`src/rtl/bru_pkg.sv`:
```
package bru_pkg;
  typedef enum logic [1:0] {
    OP_NONE   = 2'b00,
    OP_REGIMM = 2'b01,
    OP_JR     = 2'b10,
    OP_JALR   = 2'b11
  } bru_op_e;

  // rt selector codes the pipeline decodes; values fixed by the ISA encoding
  localparam logic [4:0] RT_LTZ    = 5'd0;
  localparam logic [4:0] RT_GEZ    = 5'd1;
  localparam logic [4:0] RT_LTZ_AL = 5'd16;
  localparam logic [4:0] RT_GEZ_AL = 5'd17;

  typedef struct packed {
    logic xfer;       // real control transfer, opens a delay slot
    logic reg_jump;   // target comes from rs
    logic link_fix;   // link to the fixed return register
    logic link_rd;    // link to rd
    logic taken;      // branch condition result
  } bru_dec_t;
endpackage

```
`src/rtl/bru_decode.sv`:
```
module bru_decode
  import bru_pkg::*;
#(
  parameter int REG_W = 5
) (
  input  logic [1:0]       op_i,
  input  logic [REG_W-1:0] rt_i,
  input  logic             rs_neg_i,
  output bru_dec_t         dec_o
);
  bru_op_e op;
  assign op = bru_op_e'(op_i);

  always_comb begin
    dec_o = '0;
    unique case (op)
      OP_REGIMM: begin
        unique case (rt_i)
          RT_LTZ: begin
            dec_o.xfer  = 1'b1;
            dec_o.taken = rs_neg_i;
          end
          RT_GEZ: begin
            dec_o.xfer  = 1'b1;
            dec_o.taken = !rs_neg_i;
          end
          RT_LTZ_AL: begin
            dec_o.xfer     = 1'b1;
            dec_o.link_fix = 1'b1;
            dec_o.taken    = rs_neg_i;
          end
          RT_GEZ_AL: begin
            dec_o.xfer     = 1'b1;
            dec_o.link_fix = 1'b1;
            dec_o.taken    = !rs_neg_i;
          end
          default: dec_o = '0;  // likely, trap and reserved codes: no effect
        endcase
      end
      OP_JR: begin
        dec_o.xfer     = 1'b1;
        dec_o.reg_jump = 1'b1;
      end
      OP_JALR: begin
        dec_o.xfer     = 1'b1;
        dec_o.reg_jump = 1'b1;
        dec_o.link_rd  = 1'b1;
      end
      default: dec_o = '0;
    endcase
  end
endmodule

```
`src/rtl/bru_target.sv`:
```
module bru_target
  import bru_pkg::*;
#(
  parameter int ADDR_W     = 32,
  parameter int OFF_W      = 16,
  parameter int INSN_BYTES = 4
) (
  input  logic [ADDR_W-1:0] pc_i,
  input  logic [ADDR_W-1:0] rs_val_i,
  input  logic [OFF_W-1:0]  off_i,
  input  bru_dec_t          dec_i,
  output logic [ADDR_W-1:0] target_o,
  output logic [ADDR_W-1:0] after_slot_o,
  output logic              misalign_o
);
  localparam int SH = $clog2(INSN_BYTES);
  localparam logic [ADDR_W-1:0] STEP1 = ADDR_W'(INSN_BYTES);
  localparam logic [ADDR_W-1:0] STEP2 = ADDR_W'(2 * INSN_BYTES);

  logic [ADDR_W-1:0] off_sx, seq_pc, br_pc;

  assign off_sx       = {{(ADDR_W-OFF_W){off_i[OFF_W-1]}}, off_i};
  assign seq_pc       = pc_i + STEP1;
  assign br_pc        = seq_pc + (off_sx << SH);
  assign after_slot_o = pc_i + STEP2;

  generate
    if (SH > 0) begin : g_align
      assign misalign_o = |rs_val_i[SH-1:0];
    end else begin : g_noalign
      assign misalign_o = 1'b0;
    end
  endgenerate

  always_comb begin
    if (!dec_i.xfer)          target_o = seq_pc;
    else if (dec_i.reg_jump)  target_o = rs_val_i;
    else if (dec_i.taken)     target_o = br_pc;
    else                      target_o = after_slot_o;
  end
endmodule

```
`src/rtl/bru_resolve.sv`:
```
module bru_resolve
  import bru_pkg::*;
#(
  parameter int ADDR_W     = 32,
  parameter int OFF_W      = 16,
  parameter int REG_W      = 5,
  parameter int INSN_BYTES = 4,
  parameter int LINK_REG   = 31
) (
  input  logic              clk_i,
  input  logic              rst_ni,
  input  logic              valid_i,
  input  logic [1:0]        op_i,
  input  logic [ADDR_W-1:0] pc_i,
  input  logic [ADDR_W-1:0] rs_val_i,
  input  logic [OFF_W-1:0]  off_i,
  input  logic [REG_W-1:0]  rt_i,
  input  logic [REG_W-1:0]  rd_i,
  input  logic              in_slot_i,
  output logic              valid_o,
  output logic [ADDR_W-1:0] target_o,
  output logic              slot_pend_o,
  output logic              link_we_o,
  output logic [REG_W-1:0]  link_idx_o,
  output logic [ADDR_W-1:0] link_data_o,
  output logic              addr_err_o,
  output logic              nest_err_o
);
  localparam logic [REG_W-1:0]  LINK_IDX = REG_W'(LINK_REG);
  localparam logic [ADDR_W-1:0] STEP2    = ADDR_W'(2 * INSN_BYTES);

  bru_dec_t          dec;
  logic [ADDR_W-1:0] tgt_d, after_slot;
  logic              misalign;

  bru_decode #(.REG_W(REG_W)) u_dec (
    .op_i     (op_i),
    .rt_i     (rt_i),
    .rs_neg_i (rs_val_i[ADDR_W-1]),
    .dec_o    (dec)
  );

  bru_target #(.ADDR_W(ADDR_W), .OFF_W(OFF_W), .INSN_BYTES(INSN_BYTES)) u_tgt (
    .pc_i         (pc_i),
    .rs_val_i     (rs_val_i),
    .off_i        (off_i),
    .dec_i        (dec),
    .target_o     (tgt_d),
    .after_slot_o (after_slot),
    .misalign_o   (misalign)
  );

  logic addr_err_d;
  assign addr_err_d = dec.reg_jump && misalign;

  always_ff @(posedge clk_i or negedge rst_ni) begin
    if (!rst_ni) begin
      valid_o     <= 1'b0;
      target_o    <= '0;
      slot_pend_o <= 1'b0;
      link_we_o   <= 1'b0;
      link_idx_o  <= '0;
      link_data_o <= '0;
      addr_err_o  <= 1'b0;
      nest_err_o  <= 1'b0;
    end else if (valid_i) begin
      valid_o     <= 1'b1;
      target_o    <= tgt_d;
      slot_pend_o <= dec.xfer && !addr_err_d;
      link_we_o   <= dec.link_fix || dec.link_rd;
      link_idx_o  <= dec.link_rd ? rd_i : (dec.link_fix ? LINK_IDX : '0);
      link_data_o <= (dec.link_fix || dec.link_rd) ? after_slot : '0;
      addr_err_o  <= addr_err_d;
      nest_err_o  <= dec.xfer && in_slot_i;
    end else begin
      valid_o     <= 1'b0;
      target_o    <= '0;
      slot_pend_o <= 1'b0;
      link_we_o   <= 1'b0;
      link_idx_o  <= '0;
      link_data_o <= '0;
      addr_err_o  <= 1'b0;
      nest_err_o  <= 1'b0;
    end
  end

  AST_NOT_TAKEN_SEQ: assert property (@(posedge clk_i) disable iff (!rst_ni)
    (valid_i && op_i == 2'b01 && rt_i == RT_GEZ && rs_val_i[ADDR_W-1])
      |=> (target_o == $past(pc_i) + STEP2 && slot_pend_o));

  AST_LINK_FIXED: assert property (@(posedge clk_i) disable iff (!rst_ni)
    (valid_i && op_i == 2'b01 && (rt_i == RT_LTZ_AL || rt_i == RT_GEZ_AL))
      |=> (link_we_o && link_idx_o == LINK_IDX && link_data_o == $past(pc_i) + STEP2));

  AST_MISALIGN: assert property (@(posedge clk_i) disable iff (!rst_ni)
    (valid_i && op_i[1] && rs_val_i[1:0] != 2'b00)
      |=> (addr_err_o && !slot_pend_o));

  AST_NEST: assert property (@(posedge clk_i) disable iff (!rst_ni)
    (valid_i && in_slot_i && op_i[1]) |=> nest_err_o);

  AST_LIKELY_INERT: assert property (@(posedge clk_i) disable iff (!rst_ni)
    (valid_i && op_i == 2'b01 && (rt_i == 5'd2 || rt_i == 5'd3 || rt_i == 5'd18 || rt_i == 5'd19))
      |=> (!slot_pend_o && !link_we_o && !nest_err_o && !addr_err_o));

  AST_IDLE_QUIET: assert property (@(posedge clk_i) disable iff (!rst_ni)
    !valid_i |=> (!valid_o && !slot_pend_o && !link_we_o && !addr_err_o && !nest_err_o));
endmodule

```
`config.mk`:
```
export PLATFORM = sky130hd
export DESIGN_NAME = bru_resolve
export DESIGN_NICKNAME = d
export VERILOG_FILES = /design/src/rtl/bru_pkg.sv /design/src/rtl/bru_decode.sv /design/src/rtl/bru_target.sv /design/src/rtl/bru_resolve.sv
export SDC_FILE = /design/constraint.sdc
export NUM_CORES = 1
export LEC_CHECK = 0
export BUFFER_PORTS_ARGS = -buffer_cell sky130_fd_sc_hd__buf_2
export CAP_MARGIN = 30
export CORE_MARGIN = 2
export CORE_UTILIZATION = 40
export CTS_CLUSTER_SIZE = 40
export DETAILED_ROUTE_END_ITERATION = 8
export SETUP_SLACK_MARGIN = 0.4
export SYNTH_ARGS = -nofsm -noshare
export SYNTH_HDL_FRONTEND = slang
export SYNTH_SLANG_ARGS = --single-unit
```
`constraint.sdc`:
```
create_clock -name clk_i -period 0.8 [get_ports clk_i]
set_input_delay 0.04 -clock clk_i [delete_from_list [all_inputs] [get_ports clk_i]]
set_output_delay 0.04 -clock clk_i [all_outputs]
set_load 0.01 [all_outputs]
```
* After elaboration in Yosys (flattened, before gate mapping) *
Index checks and enable logic that the tools add are counted.

storage, ports and cells
  output and inout bits = 74
  memory bits (writable) = 0
  memories = 0
  input port bits = 96
  memory bits (read-only) = 0
  latch bits = 0
  flip-flop bits (word level) = 74
  word-level logic and storage cells = 51

operators by class
  equality and inequality tests = 6
  mux-type cells = 21
  $mul = 0
  reductions and logical operators = 13
  $lt $le $gt $ge = 0
  bitwise gates (word level) = 0
  add/sub/neg operators = 3
  div/mod/pow operators = 0
  shift operators = 0

operators by type and width
  cell                                                                   count
  32-bit two-way mux                                                     6
  32-bit by 3-bit adder with 32-bit output, second input constant        1
  32-bit adder                                                           1
  32-bit by 4-bit adder with 32-bit output, second input constant        1
  5-bit two-way mux                                                      3
  5-bit equality test, second input constant                             2
  1-bit two-way mux                                                      10
  2-bit OR reduction                                                     5
  5-bit by 1-bit equality test with 1-bit output, second input constant  1
  5-bit logical NOT                                                      1
  2-bit equality test, second input constant                             2
  2-bit one-hot mux with 2 select lines                                  1
  4-bit OR reduction                                                     1
  1-bit logical AND                                                      3
  2-bit by 1-bit equality test with 1-bit output, second input constant  1
  1-bit logical NOT                                                      2
  1-bit one-hot mux with 2 select lines                                  1
  1-bit logical OR                                                       1

* Depth between registers and ports, before layout *
  word-level depth = 8
  mapped depth = 17
  mapped depth without buffers = 17

* Cells and area by module *
A second synthesis with hierarchy kept.

second synthesis, totals
  cells, all modules = 736
  area, all modules = 6,251.0 um^2

modules (own cells, without submodules)
  module       instances  sequential area each (um^2)  cells each  area an instance (um^2)
  bru_target   1          0.0                          568         3,788.6
  bru_resolve  1          1,851.8                      161         2,399.8
  bru_decode   1          0.0                          7           62.6

* Worst setup path before layout *
OpenSTA, ideal clock, no wires.

  kind = input to register
  start = in pc_i[2]
  end = reg target_o[31]
  stages = 17
  setup time = 73 ps
  data required time = 727 ps
  buffers on the path = 1
  path slack = -2,333 ps
  data arrival time = 3,060 ps
  cells stage by stage = ha_1 nand3_2 nor4_2 nand3_2 nor2_4 xor2_1 ha_1 clkbuf_1 nand2_1 a21oi_1 a221oi_1 nand3_1 a2111oi_2 o31ai_1 xnor2_1 nand2_1 a21boi_2

between the ends
  longest elaborated chain between the ends = 6
  elaborated cells between the ends (all ways) = 7
  those cells by class = add/sub (3); mux (4)

ends and longest elaborated chain
  item                                      RTL line           source
  start, declared                           bru_resolve.sv:14  input logic [ADDR_W-1:0] pc_i,
  32-bit by 3-bit adder with 32-bit output  bru_target.sv:23   assign seq_pc = pc_i + STEP1;
  32-bit adder                              bru_target.sv:24   assign br_pc = seq_pc + (off_sx << SH);
  32-bit two-way mux                        bru_target.sv:38   else if (dec_i.taken) target_o = br_pc;
  32-bit two-way mux                        bru_target.sv:37   else if (dec_i.reg_jump) target_o = rs_val_i;
  32-bit two-way mux *                      bru_target.sv:36   if (!dec_i.xfer) target_o = seq_pc;
  32-bit two-way mux *                      bru_resolve.sv:66  end else if (valid_i) begin
  end signal, assigned                      bru_resolve.sv:68  target_o <= tgt_d;
  end, declared                             bru_resolve.sv:21  output logic [ADDR_W-1:0] target_o,

Mark *: on every way between the ends. The rest lies on a longest branch, timed or not.

* Final worst setup path *
  start = in pc_i[3]
  end = reg target_o[20]

The elaborated chain is that of the path after synthesis.

==> run_results.csv <==
group,metric,value,unit
synthesis,syn_area,5860,sq um
synthesis,syn_inst,694,
synthesis,synth_most_common_cell,"nor2_1",
die,dieHeight,125,um
run_status,violations,"hold timing, setup timing",
synthesis,ys_seq_area_frac,0.316,
hold_path,min_path_type,"input port to async pin",
critical_path,worst-path-max-fanout,4,
synthesis,yosysWarnings,0,
global_routing,grt_pass1_wl,39.8,mm
sta,tightest_slew,0.465,ns
synthesis,avgSynthCellArea,8.44,sq um
cells_and_area,n_antenna_cell,0,
die,fp-row-count,44,
cts,cts_made_buffers,9,
power,power_density,1250,nW/um^2
route,vias,7549,
run_status,status,"complete, but fails checks",
route,ant_nets,0,
die,start_util,0.406,
placement,placedCellCount,1250,
die,coreArea,14400,sq um
placement,routabilityCongestion,0.965,
critical_path,cp-start-kind,"input port",
route,drt-total-wl,27.6,mm
synthesis,synth_top_area_cell,"dfrtp_1",
placement,port_buffers,169,
cts,cts_buffer_depth,2,
cts,cts-root-buf,"clkbuf_16",
synthesis,async_flop_share,1.00,
global_routing,grt_pass1_vias,7388,
route,drt_iter0_drc,607,
power,p_leak,0.00558,uW
cells_and_area,drive_gt1_frac,0.631,
synthesis,ys_top_cells_by_count,"nor2_1, dfrtp_1, nand2_1, a21oi_1, xnor2_1",
critical_path,cp-end-kind,"flip-flop",
synthesis,synth.ff_latch_count,74,
cts,cts_sinks,74,
run,drv_cap,0,
global_routing,overflow,0,
synthesis,synth-main-ff-cell,"dfrtp_1",
sta,whs,-0.454,ns
synthesis,synth_nets,826,
route,remaining_drc_errors,0,
critical_path,path_class,"input port to flip-flop",
die,die_w,125,um
sta,fin_crit,2.74,ns
global_routing,antenna_found_initial,0,
synthesis,synth_edf_count,0,
sta,setup_viol_count_final,144,
cts,cts.clk_slew.worst_paths,0.07,ns
route,routedWlPerCell,20.5,um
sta,slew_viol_final,0,
die,pin_count,170,
sta,slew_headroom,0.690,
route,drt_pre_antenna_iters,7,
cells_and_area,fin_nets,1294,
placement,post-place-ws,-2.57,ns
critical_path,startpoint,"pc_i[3]",
power,finalPower,14500,uW
sta,hold_viol_final,92,
synthesis,synth_top_area_frac,0.316,
sta,fmax,365,MHz
cts,cts_tree,"yes",
placement,dp_hpwl,18.5,mm
cells_and_area,fin_cells,1351,
sta,period_share,3.42,
sta,rsz0062_at_grt,"yes",
cells_and_area,area_growth,98.0,%
synthesis,synth.distinct_cells,71,
synthesis,synth_area_leaders,"dfrtp_1, ha_1, xnor2_1",
route,avgViaCountPerCell,5.59,
global_routing,grt_max_degree,28,
power,ir_drop,925,uV
cts,cts_max_level,3,
critical_path,worst-endpoint-required,1.04,ns
sta,setup_slack,-1.94,ns
critical_path,crit_arrival,2.98,ns
die,die_area,15600,sq um
global_routing,grtUsageTotal,0.323,
==> stage by stage <==
stage	TNS, ns	area (sq um)	util
5_1_grt	-86.76	11600	0.804
4_1_cts	-75.09	10700	0.739
3_5_place_dp	-99.54	8890	0.616
2_1_floorplan	-71.26	6240	-
3_3_place_gp	-97.84	8890	0.616
6_report	-80.66	11600	0.804
==> area by class of cell <==
| cell class | count | area (sq um) |
|---|---|---|
| Inverter | 15 | 68.8 |
| Fill cell | 913 | 2820 |
| Multi-Input combinational cell | 562 | 5170 |
| Clock inverter | 7 | 75.1 |
| Tap cell | 184 | 230 |
| Clock buffer | 9 | 225 |
| Timing Repair Buffer | 500 | 3980 |
| Sequential cell | 74 | 1850 |
==> kinds of logic (layout without fill, tap and decap cells) <==
family | Yosys count | in the layout | share of synthesized area
compound gates | 189 | 189 | 0.214
buf+inv | 58 | 531 | 0.0412
flops | 74 | 74 | 0.316
fa+ha+maj | 36 | 36 | 0.0781
xor+xnor | 76 | 76 | 0.115
mux | 7 | 7 | 0.0122
simple gates | 254 | 254 | 0.224
==> registers in the layout, indices dropped and copies added (netlist names) <==
signal       flops
link_idx_o       5
addr_err_o       1
valid_o          1
slot_pend_o      1
link_data_o     32
target_o        32
link_we_o        1
nest_err_o       1
==> worst max-delay path, stage by stage <==
cell and delay (ns):
buf_12 0.09, ha_4 0.14, nand3_4 0.09, buf_6 0.13, buf_6 0.10, buf_6 0.12
nor2_2 0.10, xnor2_1 0.10, ha_1 0.38, nand2_2 0.10, or2_4 0.27, o21a_4 0.23
o211ai_1 0.30, a31oi_4 0.18, buf_6 0.15, xnor2_2 0.13, a21oi_1 0.09, nor2_1 0.21
==> timing repair <==
action,CTS,global route
endpoints found under the hold margin,92,87
gates resized for setup,204,148
cloned,5,0
pin swaps,80,91
buffers inserted,47,33
endpoints found under the setup margin,147,147
==> routing by layer <==
| layer | up-vias | track usage | wire [um] |
|---|---|---|---|
| li1 | 3405 | - | - |
| met1 | 3688 | 0.429 | 11300 |
| met2 | 376 | 0.542 | 13400 |
| met3 | 80 | 0.0385 | 1900 |
| met4 | 0 | 0.120 | 1030 |
| met5 | - | 0 | 0 |
==> placed cells by master (no fill, tap or decap), drive strengths merged, types with 4 or more instances in the layout <==
cell type,instances
a211oi,11
a21o,16
a21oi,58
a221oi,5
a31oi,11
and2,4
and3,10
and4,4
buf,500
clkbuf,9
clkinv,4
dfrtp,74
ha,35
inv,17
mux2i,6
nand2,60
nand2b,5
nand3,33
nand4,15
nor2,90
nor2b,12
nor3,10
nor4,4
o211ai,9
o21ai,45
o221ai,7
xnor2,46
xor2,30
==> path summary, 6_finish.rpt <==
kind	depth (start not counted)	to	slack, ns
max in group asynchronous	2	link_data_o[16]	0.83
worst min-delay path	1	link_data_o[0]	-0.45
worst max-delay path	18	target_o[20]	-1.94
min in group clk_i	3	link_idx_o[0]	-0.06
==> power breakdown <==
part	switching (uW)	internal, uW
clock	1790	2440
sequential	50.7	3920
combinational	3090	3180
total	4930	9540
Note: power is estimated with default switching activity, not from simulation.
